### src/rtl/lutram_pkg.sv
package lutram_pkg;

  typedef enum logic [1:0] {
    DEPTH_SOLO  = 2'd0,
    DEPTH_PAIR  = 2'd1,
    DEPTH_QUAD  = 2'd2,
    DEPTH_QUADX = 2'd3
  } depth_e;

  localparam int BANK_W = 2;

  // Does the upper write-address slice select this element's bank?
  function automatic logic bank_hit(input logic [1:0] depth,
                                    input logic [BANK_W-1:0] wa_hi,
                                    input logic [BANK_W-1:0] bank);
    logic hit;
    case (depth)
      DEPTH_SOLO: hit = 1'b1;
      DEPTH_PAIR: hit = (wa_hi[0] == bank[0]);
      default:    hit = (wa_hi == bank);
    endcase
    return hit;
  endfunction

endpackage

### src/rtl/lutram_wr_decode.sv
module lutram_wr_decode
  import lutram_pkg::*;
#(
  parameter int AW = 6
) (
  input  logic                     clk,
  input  logic                     rst_n,
  input  logic                     wr_en,
  input  logic                     wide_mode,
  input  logic [1:0]               depth_sel,
  input  logic [BANK_W-1:0]        bank_sel,
  input  logic [AW+BANK_W-1:0]     wr_addr,
  input  logic [1:0]               wr_data,
  output logic                     wr_go,
  output logic [(1<<AW)-1:0]       bit_we,
  output logic [(1<<AW)-1:0]       bit_wd
);
  localparam int DEPTH = 1 << AW;

  // Does storage bit idx belong to the addressed word?
  function automatic logic slot_hit(input logic wide, input logic [AW-1:0] wa,
                                    input logic [AW-1:0] idx);
    if (wide) return idx[AW-2:0] == wa[AW-2:0];
    else      return idx == wa;
  endfunction

  // Which data lane feeds storage bit idx
  function automatic logic lane_pick(input logic wide, input logic [1:0] d,
                                     input logic [AW-1:0] idx);
    if (wide && idx[AW-1]) return d[1];
    else                   return d[0];
  endfunction

  logic bank_ok;
  assign bank_ok = bank_hit(depth_sel, wr_addr[AW+BANK_W-1:AW], bank_sel);
  assign wr_go   = rst_n & wr_en & bank_ok;

  for (genvar i = 0; i < DEPTH; i++) begin : g_bit
    localparam logic [AW-1:0] IDX = AW'(i);
    assign bit_we[i] = wr_go & slot_hit(wide_mode, wr_addr[AW-1:0], IDX);
    assign bit_wd[i] = lane_pick(wide_mode, wr_data, IDX);
  end

  assert_narrow_onehot_R2: assert property (@(posedge clk) disable iff (!rst_n)
    (wr_go && !wide_mode) |-> $onehot(bit_we));

  assert_wide_pair_R4: assert property (@(posedge clk) disable iff (!rst_n)
    (wr_go && wide_mode) |-> ($countones(bit_we) == 2));

  assert_idle_no_we_R7: assert property (@(posedge clk) disable iff (!rst_n)
    !wr_en |-> (bit_we == '0));

  assert_bank_gate_R6: assert property (@(posedge clk) disable iff (!rst_n)
    (bit_we != '0) |-> (depth_sel == DEPTH_SOLO ||
      (depth_sel == DEPTH_PAIR && wr_addr[AW] == bank_sel[0]) ||
      (wr_addr[AW+BANK_W-1:AW] == bank_sel)));

endmodule

### src/rtl/lutram_store.sv
module lutram_store #(
  parameter int AW = 6
) (
  input  logic                 clk,
  input  logic                 rst_n,
  input  logic [(1<<AW)-1:0]   bit_we,
  input  logic [(1<<AW)-1:0]   bit_wd,
  output logic [(1<<AW)-1:0]   mem_q
);
  localparam int DEPTH = 1 << AW;

  for (genvar i = 0; i < DEPTH; i++) begin : g_cell
    logic cell_q = 1'b0;  // powers up clear; reset never touches it
    always_ff @(posedge clk) begin
      if (bit_we[i]) cell_q <= bit_wd[i];
    end
    assign mem_q[i] = cell_q;

    assert_cell_hold_R7: assert property (@(posedge clk) disable iff (!rst_n)
      !bit_we[i] |=> (mem_q[i] == $past(mem_q[i])));
    assert_cell_load_R2: assert property (@(posedge clk) disable iff (!rst_n)
      bit_we[i] |=> (mem_q[i] == $past(bit_wd[i])));
  end

endmodule

### src/rtl/lutram_rd_mux.sv
module lutram_rd_mux #(
  parameter int AW = 6
) (
  input  logic                 wide_mode,
  input  logic [AW-1:0]        rd_addr,
  input  logic [(1<<AW)-1:0]   mem_q,
  output logic                 rd_hi,
  output logic                 rd_lo
);
  // Storage index feeding the upper output
  function automatic logic [AW-1:0] hi_index(input logic wide, input logic [AW-1:0] a);
    if (wide) return {1'b1, a[AW-2:0]};
    else      return a;
  endfunction

  // Storage index feeding the lower output in the wide view
  function automatic logic [AW-1:0] lo_index(input logic [AW-1:0] a);
    return {1'b0, a[AW-2:0]};
  endfunction

  assign rd_hi = mem_q[hi_index(wide_mode, rd_addr)];
  assign rd_lo = wide_mode & mem_q[lo_index(rd_addr)];

endmodule

### src/rtl/lutram_elem.sv
module lutram_elem
  import lutram_pkg::*;
#(
  parameter int AW = 6
) (
  input  logic                 clk,
  input  logic                 rst_n,
  input  logic                 wide_mode,
  input  logic [1:0]           depth_sel,
  input  logic [1:0]           bank_sel,
  input  logic                 wr_en,
  input  logic [AW+1:0]        wr_addr,
  input  logic [1:0]           wr_data,
  input  logic [AW-1:0]        rd_addr,
  output logic                 rd_hi,
  output logic                 rd_lo
);
  localparam int DEPTH = 1 << AW;

  logic             wr_go;
  logic [DEPTH-1:0] bit_we;
  logic [DEPTH-1:0] bit_wd;
  logic [DEPTH-1:0] mem_q;

  lutram_wr_decode #(.AW(AW)) u_dec (
    .clk(clk), .rst_n(rst_n), .wr_en(wr_en), .wide_mode(wide_mode),
    .depth_sel(depth_sel), .bank_sel(bank_sel), .wr_addr(wr_addr),
    .wr_data(wr_data), .wr_go(wr_go), .bit_we(bit_we), .bit_wd(bit_wd)
  );

  lutram_store #(.AW(AW)) u_store (
    .clk(clk), .rst_n(rst_n), .bit_we(bit_we), .bit_wd(bit_wd), .mem_q(mem_q)
  );

  lutram_rd_mux #(.AW(AW)) u_rd (
    .wide_mode(wide_mode), .rd_addr(rd_addr), .mem_q(mem_q),
    .rd_hi(rd_hi), .rd_lo(rd_lo)
  );

  assert_narrow_lo_zero_R3: assert property (@(posedge clk) disable iff (!rst_n)
    !wide_mode |-> (rd_lo == 1'b0));

  assert_rd_after_wr_R9: assert property (@(posedge clk) disable iff (!rst_n)
    (wr_go && !wide_mode && rd_addr == wr_addr[AW-1:0]) |=>
      (!$stable(rd_addr) || wide_mode || rd_hi == $past(wr_data[0])));

  assert_wide_rd_after_wr_R5: assert property (@(posedge clk) disable iff (!rst_n)
    (wr_go && wide_mode && rd_addr[AW-2:0] == wr_addr[AW-2:0]) |=>
      (!$stable(rd_addr) || !wide_mode || {rd_hi, rd_lo} == $past(wr_data)));

endmodule

### config.mk
export PLATFORM = sky130hd
export DESIGN_NAME = lutram_elem
export DESIGN_NICKNAME = d
export VERILOG_FILES = /design/src/rtl/lutram_pkg.sv /design/src/rtl/lutram_wr_decode.sv /design/src/rtl/lutram_store.sv /design/src/rtl/lutram_rd_mux.sv /design/src/rtl/lutram_elem.sv
export SDC_FILE = /design/constraint.sdc
export NUM_CORES = 1
export LEC_CHECK = 0
export BUFFER_PORTS_ARGS = -buffer_cell sky130_fd_sc_hd__buf_2
export CORE_MARGIN = 5
export CORE_UTILIZATION = 59
export DETAILED_ROUTE_END_ITERATION = 16
export HOLD_SLACK_MARGIN = 0.03
export PLACE_DENSITY = 0.79
export SETUP_SLACK_MARGIN = 0.02
export SLEW_MARGIN = 40
export SYNTH_ARGS = -nofsm -noshare
export SYNTH_HDL_FRONTEND = slang
export SYNTH_SLANG_ARGS = --single-unit
### constraint.sdc
create_clock -name clk -period 2.7 [get_ports clk]
set_clock_uncertainty 0.05 [all_clocks]
set_input_delay 0.405 -clock clk [delete_from_list [all_inputs] [get_ports clk]]
set_output_delay 0.405 -clock clk [all_outputs]
set_load 0.005 [all_outputs]
# Yosys cells after proc, flatten, opt, wreduce, memory -nomap -nowiden
# Cells that the tools add are included.
# totals
ff_bits	64
output_inout_bits	2
in_bits	24
wordCells	304
# classes
order_cmp	2
reduce_logical	3
n_eq_ne	97
bitwise_logic	67
muxes	71
# ops
op	n
$eq A6 B6 Y1 const A	32
$eq A5 B6 Y1 const A	16
$eq A5 B5 Y1 const A	16
$and A1 B1 Y1	67
$mux W1	67
$eq A4 B6 Y1 const A	8
$eq A4 B5 Y1 const A	8
$eq A3 B6 Y1 const A	4
$eq A3 B5 Y1 const A	4
$eq A2 B6 Y1 const A	2
$eq A2 B5 Y1 const A	2
$lt A5 B7 Y1 const B	1
$lt A6 B7 Y1 const B	1
$bmux W1 S6	1
$eq A1 B6 Y1 const A	1
$logic_not A6 Y1	1
$mux W6	1
$bmux W1 S5	1
$eq A1 B5 Y1 const A	1
$logic_not A5 Y1	1
$eq A2 B1 Y1 const B	1
$eq A2 B2 Y1	1
$logic_not A2 Y1	1
$pmux W1 S2	1
$eq A1 B1 Y1	1

# Depth between registers and ports, before layout
# depth
depth_word	4
ltp_mapped	8

# Cells and area by module
# A second synthesis with hierarchy kept.
# hier_totals
cells_unflattened	359
hier_area_um2	4055.1
# modules_own_cells
module	seq_area_each_um2	instances	area_each_um2	cells_per_inst
lutram_store	1921.8	1	2402.3	128
lutram_wr_decode	0.0	1	1072.3	174
lutram_rd_mux	0.0	1	580.6	57

# Worst setup path before layout
# No wires, ideal clock.
# synth_path
path_kind	input -> output
from	input port rd_addr[3]
to	output port rd_hi
path_slack_ns	0.517
t_arrival_ns	1.728
cell_stages	5
t_required_ns	2.245
n_path_buf	1
cell_sequence	buf_4 mux4_2 mux4_2 o22ai_1 o32ai_1
# synth_between
elab_chain_len	3
# synth_rtl
element	line	source
start: declaration	lutram_elem.sv:14	input logic [AW-1:0] rd_addr,
$mux W6	lutram_rd_mux.sv:12	if (wide) return {1'b1, a[AW-2:0]};
$bmux W1 S6	lutram_rd_mux.sv:21	assign rd_hi = mem_q[hi_index(wide_mode, rd_addr)];
$mux W1 (implied by the code)	lutram_rd_mux.sv:21	
end: declaration	lutram_elem.sv:15	output logic rd_hi,
# No other way between the ends. The select of a mux whose other input is x is not followed.

# Worst setup path after layout
# layout_path
from	register u_store.g_cell[56].cell_q
to	output port rd_hi
# layout_between
elab_chain_len	2
# layout_rtl
element	line	source
start: declaration	lutram_store.sv:13	logic cell_q = 1'b0;
start signal: assignment	lutram_store.sv:15	if (bit_we[i]) cell_q <= bit_wd[i];
$bmux W1 S6	lutram_rd_mux.sv:21	
$mux W1 (implied by the code)	lutram_rd_mux.sv:21	
# No other way between the ends. The select of a mux whose other input is x is not followed.

==> impl_metrics.tcl <==
set metrics [dict create \
    final_design_area_no_fill_um2 3310 \
    ant_nets 0 \
    regMostFlops "u_store.g_cell.cell_q" \
    die_width_um 80.7 \
    finalCriticalPeriod_ns 2.62 \
    fin_ws_ns 0.0758 \
    final_layout_size_suffix_gt1_frac 0.198 \
    worstSetupStartpointType "register" \
    cts_root_buffer "sky130_fd_sc_hd__clkbuf_8" \
    core-area_um2 4790 \
    dr_total_vias 1948 \
    achievable-frequency_mhz 381 \
    routedWlPerCell_um 19.1 \
    boundaryPins 26 \
    asyncSetResetFlopFracSynth 0 \
    drt-total-wl_mm 6.19 \
    path_buf_inv 1 \
    grt_pass1_vias 1896 \
    timing_worst_setup_path_type "reg2out" \
    hold_path_class "in2reg" \
    power.density_cell_area_nw_per_um2 608 \
    first_pass_grt_wire_length_mm 9.57 \
    ctsHtreeMaxLevel 3 \
    finalNetCount 276 \
    ir_worst_vdd_uv 413 \
    syn_area_per_cell_um2 13.1 \
    final-hold-violation-count 0 \
    synth_top_cell_by_area "sky130_fd_sc_hd__edfxtp_1" \
    post-synth-top-area-fraction 0.652 \
    fp.dieH_um 80.7 \
    post-route-drc-count 0 \
    final-setup-viol-count 0 \
    crit_path_max_fanout 1 \
    placed_cell_area_um2 3120 \
    place_ws_ns 0.117 \
    mappedNetlistArea_um2 2950 \
    status "complete, no violations" \
    num_antenna_cells 0 \
    pin_count_of_the_biggest_net_entering_global_routing 34 \
    synth-main-ff-cell "sky130_fd_sc_hd__edfxtp_1" \
    worst_slew_pin_tran_ns 0.740 \
    hold_slack_ns 0.519 \
    dr.pass1.iters 6 \
    max_cap_viol_count 0 \
    synth_cells 225 \
    globalRouteTotalUtil 0.206 \
    synth.distinct_cells 26 \
    routed_via_density 6.01 \
    worst_path_max_delay_cell "sky130_fd_sc_hd__mux4_2" \
    setup_total_negative_slack_ns 0 \
    finalCritPeriodShare 0.972 \
    cts_buffers 9 \
    cts_tree "yes" \
    gp_congestion 0.831 \
    grt_setup_unrepaired "false" \
    start_util 0.616 \
    drt_iter0_drc 158 \
    end_kind "primary output" \
    global_route.overflow_total 0 \
    totalPowerFinal_mw 2.02 \
    port-buffer-count 25 \
    largestRegisters "u_store.g_cell.cell_q: 64 flops" \
    synth.area.top_cells "sky130_fd_sc_hd__edfxtp_1, sky130_fd_sc_hd__nor2_1, sky130_fd_sc_hd__mux4_2" \
    cp_cell_sequence "mux4_2 > mux4_2 > o22ai_2 > o32ai_1 > buf_2" \
    worstPathRequired_ns 2.25 \
    crit_path_max_incr_delay_ns 0.53 \
    fp-row-count 25 \
    critPathMostFrequentCell "sky130_fd_sc_hd__mux4_2" \
    largest_register_ff_count 64 \
    antenna_violations_before_repair 0 \
    synth_enable_flop_cells 64 \
    hpwlAfterDp_mm 4.23 \
    worst_setup_hold_path_clk_slew_ns 0.07 \
    maxSlewHeadroom 0.507 \
    leakagePower_nw 1.08 \
    design.die.area_um2 6510 \
    yosysWarnings 0 \
    cp_top_delay_family "multiplexers" \
    finalMaxSlewViolations 0 \
    crit_arrival_ns 2.17 \
    synth_fp_nets 249 \
    cts_max_path_buffers 2 \
    yosysSeqAreaShare 0.652 \
    area.growth.synth_to_final_pct 12.3 \
    ys_ff_latch 64 \
    numClockSinks 64 \
]
[metrics by stage]
step | std cells | utilization
2_1_floorplan | 225 | -
3_5_place_dp | 308 | 0.652
4_1_cts | 324 | 0.690
6_report | 324 | 0.692
3_3_place_gp | 308 | 0.650
5_1_grt | 324 | 0.692
[power by group]
group,total [mW],switching (mW),internal [mW]
sequential,1.10,0.000762,1.10
combinational,0.151,0.0939,0.0570
clock,0.764,0.341,0.422
total,2.02,0.436,1.58
[layer usage]
metal | GRT usage | vias to the layer above | share of wire
met5 | 0 | - | 0
met4 | 0.105 | 0 | 0.027
met3 | 0.0392 | 18 | 0.079
met2 | 0.329 | 80 | 0.50
met1 | 0.270 | 963 | 0.39
li1 | - | 887 | -
[kinds of logic (layout without fill, tap and decap cells)]
| family | count (synthesis) | in the layout | synth area share |
|---|---|---|---|
| simple gates | 108 | 108 | 0.158 |
| flops | 64 | 64 | 0.652 |
| mux | 27 | 27 | 0.137 |
| compound gates | 15 | 15 | 0.0327 |
| buf+inv | 10 | 42 | 0.0178 |
| xor+xnor | 1 | 1 | 0.00297 |
[what timing repair did]
item	in CTS	in global routing
gates resized for setup	0	3
hold buffers	0	0
endpoints found under the hold margin	0	0
buffers inserted	0	0
endpoints found under the setup margin	0	1
[cells in the mapped netlist (2+ instances only)]
master	instances
sky130_fd_sc_hd__nand3_1	8
sky130_fd_sc_hd__nor2_1	67
sky130_fd_sc_hd__buf_4	2
sky130_fd_sc_hd__clkbuf_1	7
sky130_fd_sc_hd__mux2i_1	16
sky130_fd_sc_hd__nor2b_1	8
sky130_fd_sc_hd__a22oi_1	4
sky130_fd_sc_hd__nand2_1	15
sky130_fd_sc_hd__mux4_2	8
sky130_fd_sc_hd__edfxtp_1	64
sky130_fd_sc_hd__mux4_1	2
sky130_fd_sc_hd__nand4_1	3
sky130_fd_sc_hd__a21oi_1	5
sky130_fd_sc_hd__nand2b_1	3
sky130_fd_sc_hd__o22ai_1	2
[cells in the final DEF, fill, tap and decap left out]
cell,synthesis,final
sky130_fd_sc_hd__nand2_1,15,15
sky130_fd_sc_hd__xor2_1,1,1
sky130_fd_sc_hd__a211oi_1,1,1
sky130_fd_sc_hd__clkinv_2,0,3
sky130_fd_sc_hd__bufinv_16,0,1
sky130_fd_sc_hd__clkbuf_1,7,3
sky130_fd_sc_hd__clkbuf_8,0,9
sky130_fd_sc_hd__nor3_1,1,1
sky130_fd_sc_hd__buf_2,0,24
sky130_fd_sc_hd__o21ai_2,0,1
sky130_fd_sc_hd__clkbuf_4,0,1
sky130_fd_sc_hd__nand3_1,8,8
sky130_fd_sc_hd__a22oi_1,4,4
sky130_fd_sc_hd__o22ai_2,0,1
sky130_fd_sc_hd__nand2b_1,3,3
sky130_fd_sc_hd__a21oi_1,5,5
sky130_fd_sc_hd__mux2i_1,16,16
sky130_fd_sc_hd__o32ai_1,1,1
sky130_fd_sc_hd__nand4_1,3,3
sky130_fd_sc_hd__mux4_2,8,8
sky130_fd_sc_hd__nor2_1,67,67
sky130_fd_sc_hd__mux2_2,1,1
sky130_fd_sc_hd__o22ai_1,2,1
sky130_fd_sc_hd__nand4b_1,1,1
sky130_fd_sc_hd__and2_1,1,1
sky130_fd_sc_hd__buf_6,1,1
sky130_fd_sc_hd__o21bai_2,0,1
sky130_fd_sc_hd__edfxtp_1,64,64
sky130_fd_sc_hd__mux4_1,2,2
sky130_fd_sc_hd__nor2b_1,8,8
sky130_fd_sc_hd__and4b_1,1,1
[area by class of cell]
cell class,instances,area [µm²]
clock buffers,12,135
clock inverters,4,45.0
fillers,331,1470
multi-input cells,151,988
flip-flops and latches,64,1920
well taps,67,83.8
repair buffers,26,139
[worst paths after layout]
| kind | from | end | cells past startpoint |
|---|---|---|---|
| worst max-delay path | u_store.g_cell[56].cell_q | rd_hi | 5 |
| worst min-delay path | wr_data[0] | u_store.g_cell[15].cell_q | 1 |
Power figures use the tool's default switching activity.
